--- src/rtl/flash_sched_pkg.sv ---
package flash_sched_pkg;

  typedef enum logic [1:0] {
    OP_NONE  = 2'd0,
    OP_READ  = 2'd1,
    OP_PROG  = 2'd2,
    OP_ERASE = 2'd3
  } op_e;

  typedef enum logic [1:0] {
    CK_ISSUE   = 2'd0,
    CK_SUSPEND = 2'd1,
    CK_RESUME  = 2'd2
  } cmd_kind_e;

  typedef enum logic [2:0] {
    AC_NONE,
    AC_RD,
    AC_WR,
    AC_ER,
    AC_SUSP_RD,
    AC_SUSP_WR,
    AC_RESUME
  } action_e;

endpackage

--- src/rtl/flash_susp_stack.sv ---
module flash_susp_stack
  import flash_sched_pkg::*;
#(
  parameter int DEPTH = 2,
  parameter int CNT_W = $clog2(DEPTH + 1)
) (
  input  logic             clk_i,
  input  logic             rst_ni,
  input  logic             push_i,
  input  op_e              op_i,
  input  logic             pop_i,
  output logic [CNT_W-1:0] cnt_o,
  output op_e              top_o
);

  logic [CNT_W-1:0] cnt_q;
  op_e              mem_q [DEPTH];

  for (genvar g = 0; g < DEPTH; g++) begin : g_slot
    always_ff @(posedge clk_i or negedge rst_ni) begin
      if (!rst_ni) mem_q[g] <= OP_NONE;
      else if (push_i && cnt_q == CNT_W'(g)) mem_q[g] <= op_i;
    end
  end

  always_ff @(posedge clk_i or negedge rst_ni) begin
    if (!rst_ni) cnt_q <= '0;
    else if (push_i && !pop_i && cnt_q < CNT_W'(DEPTH)) cnt_q <= cnt_q + 1'b1;
    else if (pop_i && !push_i && cnt_q != '0) cnt_q <= cnt_q - 1'b1;
  end

  always_comb begin
    top_o = OP_NONE;
    for (int i = 0; i < DEPTH; i++) begin
      if (cnt_q == CNT_W'(i + 1)) top_o = mem_q[i];
    end
  end

  assign cnt_o = cnt_q;

endmodule

--- src/rtl/flash_sched_arbiter.sv ---
module flash_sched_arbiter
  import flash_sched_pkg::*;
#(
  parameter int DEPTH = 2,
  parameter int CNT_W = $clog2(DEPTH + 1)
) (
  input  logic             rd_v_i,
  input  logic             wr_v_i,
  input  logic             er_v_i,
  input  op_e              active_i,
  input  logic             susp_wait_i,
  input  logic             done_i,
  input  logic [CNT_W-1:0] stk_cnt_i,
  input  op_e              stk_top_i,
  input  logic             throttle_i,
  input  logic             space_ok_i,
  output action_e          act_o
);

  logic stk_empty, stk_full, wr_ok_idle, preemptible;

  assign stk_empty   = (stk_cnt_i == '0);
  assign stk_full    = (stk_cnt_i >= CNT_W'(DEPTH));
  // a new program may start only if no program is parked above
  assign wr_ok_idle  = wr_v_i && (stk_empty || stk_top_i == OP_ERASE);
  assign preemptible = (active_i == OP_PROG) || (active_i == OP_ERASE);

  always_comb begin
    act_o = AC_NONE;
    if (susp_wait_i || done_i) begin
      act_o = AC_NONE;
    end else if (active_i == OP_NONE) begin
      if (!throttle_i) begin
        if (rd_v_i)          act_o = AC_RD;
        else if (wr_ok_idle) act_o = AC_WR;
        else if (!stk_empty) act_o = AC_RESUME;
        else if (er_v_i)     act_o = AC_ER;
      end else begin
        if (wr_ok_idle)      act_o = AC_WR;
        else if (rd_v_i)     act_o = AC_RD;
        else if (!stk_empty) act_o = AC_RESUME;
        else if (er_v_i)     act_o = AC_ER;
      end
    end else if (!throttle_i && !stk_full) begin
      if (rd_v_i && preemptible)
        act_o = AC_SUSP_RD;
      else if (!rd_v_i && wr_v_i && active_i == OP_ERASE && space_ok_i)
        act_o = AC_SUSP_WR;
    end
  end

endmodule

--- src/rtl/flash_preempt_sched.sv ---
module flash_preempt_sched
  import flash_sched_pkg::*;
#(
  parameter int LVL_W       = 8,
  parameter int STACK_DEPTH = 2
) (
  input  logic             clk_i,
  input  logic             rst_ni,
  input  logic             rd_valid_i,
  output logic             rd_ready_o,
  input  logic             wr_valid_i,
  output logic             wr_ready_o,
  input  logic             er_valid_i,
  output logic             er_ready_o,
  input  logic             chip_done_i,
  input  logic             chip_susp_ack_i,
  input  logic [LVL_W-1:0] clean_lvl_i,
  input  logic [LVL_W-1:0] clean_wm_i,
  input  logic [LVL_W-1:0] wr_ovh_i,
  input  logic [LVL_W-1:0] ovh_thr_i,
  output logic             cmd_valid_o,
  output logic [1:0]       cmd_kind_o,
  output logic [1:0]       cmd_op_o
);

  localparam int STK_CW = $clog2(STACK_DEPTH + 1);

  op_e              active_q;
  logic             susp_wait_q;
  logic [STK_CW-1:0] stk_cnt;
  op_e              stk_top;
  action_e          act;
  logic             throttle, space_ok, ack_fire, stk_push, stk_pop;
  logic             cmd_valid_q;
  cmd_kind_e        cmd_kind_q;
  op_e              cmd_op_q;

  assign throttle = wr_ovh_i > ovh_thr_i;
  assign space_ok = clean_lvl_i > clean_wm_i;
  assign ack_fire = chip_susp_ack_i && susp_wait_q && !chip_done_i;
  assign stk_push = ack_fire;
  assign stk_pop  = (act == AC_RESUME);

  flash_sched_arbiter #(
    .DEPTH (STACK_DEPTH),
    .CNT_W (STK_CW)
  ) u_arb (
    .rd_v_i      (rd_valid_i),
    .wr_v_i      (wr_valid_i),
    .er_v_i      (er_valid_i),
    .active_i    (active_q),
    .susp_wait_i (susp_wait_q),
    .done_i      (chip_done_i),
    .stk_cnt_i   (stk_cnt),
    .stk_top_i   (stk_top),
    .throttle_i  (throttle),
    .space_ok_i  (space_ok),
    .act_o       (act)
  );

  flash_susp_stack #(
    .DEPTH (STACK_DEPTH),
    .CNT_W (STK_CW)
  ) u_stk (
    .clk_i  (clk_i),
    .rst_ni (rst_ni),
    .push_i (stk_push),
    .op_i   (active_q),
    .pop_i  (stk_pop),
    .cnt_o  (stk_cnt),
    .top_o  (stk_top)
  );

  always_ff @(posedge clk_i or negedge rst_ni) begin
    if (!rst_ni) begin
      active_q    <= OP_NONE;
      susp_wait_q <= 1'b0;
    end else if (chip_done_i) begin
      active_q    <= OP_NONE;
      susp_wait_q <= 1'b0;
    end else if (ack_fire) begin
      active_q    <= OP_NONE;
      susp_wait_q <= 1'b0;
    end else begin
      unique case (act)
        AC_RD:                  active_q    <= OP_READ;
        AC_WR:                  active_q    <= OP_PROG;
        AC_ER:                  active_q    <= OP_ERASE;
        AC_SUSP_RD, AC_SUSP_WR: susp_wait_q <= 1'b1;
        AC_RESUME:              active_q    <= stk_top;
        default: ;
      endcase
    end
  end

  always_ff @(posedge clk_i or negedge rst_ni) begin
    if (!rst_ni) begin
      cmd_valid_q <= 1'b0;
      cmd_kind_q  <= CK_ISSUE;
      cmd_op_q    <= OP_NONE;
    end else begin
      cmd_valid_q <= (act != AC_NONE);
      unique case (act)
        AC_RD:      begin cmd_kind_q <= CK_ISSUE;   cmd_op_q <= OP_READ;  end
        AC_WR:      begin cmd_kind_q <= CK_ISSUE;   cmd_op_q <= OP_PROG;  end
        AC_ER:      begin cmd_kind_q <= CK_ISSUE;   cmd_op_q <= OP_ERASE; end
        AC_SUSP_RD,
        AC_SUSP_WR: begin cmd_kind_q <= CK_SUSPEND; cmd_op_q <= active_q; end
        AC_RESUME:  begin cmd_kind_q <= CK_RESUME;  cmd_op_q <= stk_top;  end
        default: ;
      endcase
    end
  end

  assign rd_ready_o  = (act == AC_RD);
  assign wr_ready_o  = (act == AC_WR);
  assign er_ready_o  = (act == AC_ER);
  assign cmd_valid_o = cmd_valid_q;
  assign cmd_kind_o  = cmd_kind_q;
  assign cmd_op_o    = cmd_op_q;

endmodule

--- config.mk ---
export PLATFORM = sky130hd
export DESIGN_NAME = flash_preempt_sched
export DESIGN_NICKNAME = d
export VERILOG_FILES = /design/src/rtl/flash_sched_pkg.sv /design/src/rtl/flash_susp_stack.sv /design/src/rtl/flash_sched_arbiter.sv /design/src/rtl/flash_preempt_sched.sv
export SDC_FILE = /design/constraint.sdc
export NUM_CORES = 1
export LEC_CHECK = 0
export ABC_AREA = 1
export CORE_AREA = 5 5 74 56
export CTS_BUF_LIST = sky130_fd_sc_hd__clkbuf_16
export DETAILED_ROUTE_END_ITERATION = 7
export DIE_AREA = 0 0 79 61
export GPL_TIMING_DRIVEN = 0
export PLACE_DENSITY = 0.77
export SYNTH_ARGS = -nofsm -noshare
export SYNTH_HDL_FRONTEND = slang
export SYNTH_SLANG_ARGS = --single-unit
export TNS_END_PERCENT = 5
--- constraint.sdc ---
create_clock -name clk_i -period 4.74 [get_ports clk_i]
set_clock_uncertainty 0.2 [all_clocks]
set_input_delay 1.185 -clock clk_i [delete_from_list [all_inputs] [get_ports clk_i]]
set_output_delay 1.185 -clock clk_i [all_outputs]
set_load 0.02 [all_outputs]
==> impl_results.md, run 1 <==
- Worst hold path stage count: 2
- Net Count, Synth: between 200 and 300
- Pin count of the biggest net entering global routing: 15
- DIE WIDTH: a little under 80 um
- Post-synth EDFFs: 0
- Longest Clk Path Bufs: 2
- Seq cells post-synth: 14
- H-Tree Depth: 1
- Commonest non-fill, non-tap cell in the layout: nand2_1
- Xor and xnor area share after synthesis: 0.006130
- Die Area: 0.004819 mm^2
- Slew Viols, Final: 0
- Number of diodes: 0
- CP delay by family, top: simple AND/OR/NAND/NOR gates
- Yosys cell types: 24
- Max-slew headroom: 0.5914
- Vias in the first global route: between 1000 and 1500
- Final #Nets: between 300 and 400
- Syn Inst Count: 211
- Critical Path Fanout Max: 5
- CTS Buf Count: 3
- Part of the power in registers: 0.246
- Hold buffers post-CTS: 0
- Initial antenna violation count: 0
- Avg WL per Cell: 10.89 um
- RePlAce Congestion: ~0.89
- Clock power share: 0.216
- Port buffer count: 46
- Share of layout cells above drive strength 1: 0.1149
- RSZ-0062 raised after global routing: true
- DIE HEIGHT: 61 um
- Setup TNS: 0 ps
- Vias per cell: between 4 and 5
- Worst r2r path cells: 15
- First-pass GRT wire length: between 5 and 6 mm
- Combinational family with the most area after synthesis: simple AND/OR/NAND/NOR gates
- Final setup violation count: 0
- Tot GR Track Use: 0.1372
- Sequential share of the synthesized area: 0.2452
- Area of the core: 0.003356 mm^2
- Starting Density: 0.4258
- Clk pin slew, worst setup/hold paths: approximately 50 ps
- Maxcap violations: 0
- Worst path cell trace: clkdlybuf4s50_1 -> inv_1 -> ha_1 -> a21o_1 -> nor2_2 -> nand2_1 -> nand2_2 -> nand3_1 -> nand2_2 -> nand2_1 -> nor2_2 -> nand2_2 -> nor2_1 -> clkdlybuf4s15_2
- Post-synth ARST share: 1.000
- Crit Path Class: in -> out
- Status: complete, no violations
- Synthesized area: roughly 0.0014 mm^2
- Delay of the slowest critical-path stage: roughly 460 ps
- Setup bufs post-CTS: 0
- P&R area growth vs syn: 40.81%
- DRC: 0
- Final Hold Viols: 0
- Most frequent cells in the layout: 64 x nand2_1, 43 x clkdlybuf4s50_1, 40 x inv_1, 19 x ha_1, 15 x nor2_1
- Primary FF master, synth: dfrtp_1
- Grt ovf: 0
- Vias: between 1000 and 1500
- Site row count: 18
- Power Total: between 0.7 and 0.8 mW
- Complex-gate fraction of the synthesized area: 0.07793
- Worst skew pair latency: approximately 240 ps
- Yosys warns: 0
- Buf/Inv on CP: 3
- WP depth: 14
- Final period util: 0.9914
- LEAKAGE: between 1 and 1.5 nW
- F_max: 212.8 MHz
- Simple-gate share of the synthesized area: 0.3932
- Clock period minus worst slack: approximately 4700 ps
- TritonCTS clock tree: done
- CTS sink cnt: 14
- DRT iter0 DRCs: 93
- Drt total wl: about 3.3 mm
- Slew of the pin with the lowest slew margin: a little over 600 ps
- Switching part of the total power: 0.4223
- Cell mode on critical path: nand2_2
- Drt first pass iters: 5
- Syn Area/Cell: ~6.8 um^2
- Worst setup EP type: output port
- WP data arrival: ~3300 ps
- HP Class: reg -> reg
- Maximum vdd drop: ~0.33 mV
- CP max stage cell: clkdlybuf4s50_1
- Combinational Power Share: 0.537
- P per Cell Area: around 370 mW/mm^2
- Post-synthesis adder-cell area fraction: 0.1664
- DPL Wire Length: between 2 and 3 mm
- Net Switching: between 0.3 and 0.4 mW
- I/O pins: 47
- DRT antenna net count: 0
- Root buf cell: clkbuf_16
- P_int: about 0.42 mW
- CP startpoint kind: primary input
- CP Data Required Time: 3360 ps
- Multiplexer share of the synthesized area: 0
## sequential cells by signal (all words and copies together), names as in the netlist
name	count
u_stk.mem_q	4
active_q	2
cmd_kind_o	2
cmd_op_o	2
u_stk.cnt_o	2
cmd_valid_o	1
susp_wait_q	1
## repair_timing
action                                  in CTS  in global routing
resized for setup                            5                  5
pin swaps                                    1                  0
endpoints found under the setup margin       3                  3
## power by group through the flow
| stage | Clock [mW] | Sequential (mW) | Combinational [mW] |
|---|---|---|---|
| after floorplan | 0 | 0.194 | 0.255 |
| after detailed placement | 0 | 0.182 | 0.395 |
| after CTS | 0.159 | 0.180 | 0.395 |
| after global routing | 0.165 | 0.184 | 0.440 |
| final | 0.159 | 0.181 | 0.395 |
| after global placement | 0 | 0.182 | 0.389 |
## final timing paths
| kind | startpoint | endpoint | slack, ps |
|---|---|---|---|
| setup / recovery | ovh_thr_i[7] | rd_ready_o | 40 |
| hold / removal | u_stk.mem_q[0]$_DFFE_PN0P_ | u_stk.mem_q[0]$_DFFE_PN0P_ | 300 |
| setup reg to reg | u_stk.cnt_o[1]$_DFFE_PN0P_ | cmd_op_o[0]$_DFFE_PN0P_ | 2480 |
| hold reg to reg | u_stk.mem_q[0]$_DFFE_PN0P_ | u_stk.mem_q[0]$_DFFE_PN0P_ | 300 |
| max in group asynchronous | rst_ni | susp_wait_q$_DFFE_PN0P_ | 2810 |
| min in group asynchronous | rst_ni | u_stk.mem_q[3]$_DFFE_PN0P_ | 1130 |
## cell type report
type,instances,area [um^2]
clock buffer,3,75.07
clock inverter,1,3.754
fill,312,1344
inverter,42,158.9
multi-input combinational,155,922.1
sequential,14,350.3
tap,40,50.05
timing repair buffer,46,451.7
## per-layer routing
layer  up-vias  share of wire  GRT usage
met5         -              0          0
met3         0          0.063    0.03264
met4         0              0   0.007353
li1        757              -          -
met1       590           0.51     0.2018
met2        47           0.43     0.2158
## per-stage QoR
stage	utilization	setup slack [ps]	hold slack (ps)	cells	instance area, um^2
3_3_place_gp	0.5779	-302.5	274.2	297	1939
6_report	0.5996	40.93	303.9	301	2012
3_5_place_dp	0.5779	-311.4	279.9	297	1939
5_1_grt	0.5996	-130.7	340.6	301	2012
4_1_cts	0.6010	3.779	304.6	301	2017
2_1_floorplan	-	721.6	252.9	211	1429
## worst reg2reg max path, delay by kind of cell, from the launching register on
family	cells	cell delay, ps
simple gates	11	890
flops	1	410
compound gates	2	340
fa+ha+maj	1	200
buf+inv	1	120
## cells in the mapped netlist, types with 3 or more instances
cell | n | area share
a21oi_1 | 7 | 0.025
dfrtp_1 | 14 | 0.25
ha_1 | 19 | 0.17
inv_1 | 40 | 0.11
nand2_1 | 64 | 0.17
nand2_2 | 5 | 0.022
nand3_1 | 12 | 0.042
nand3_2 | 3 | 0.021
nand4_1 | 3 | 0.013
nor2_1 | 16 | 0.042
nor2_2 | 4 | 0.018
nor2_4 | 3 | 0.024
o21ai_0 | 6 | 0.021
o21ai_1 | 3 | 0.011
## cell families after synthesis
logic type,Yosys count
flip-flops,14
AND/OR/NAND/NOR,115
buffers and inverters,42
adder cells (fa/ha/maj),19
AO/OA/AOI/OAI,20
XOR/XNOR,1
Power figures use the tool's default switching activity.
==> inputs of run 2 (changes only) <==
Settings changed: SLEW_MARGIN set to 25.
==> results of run 2 <==
No change in the layout: final DEF, timing and power equal those of run 1.
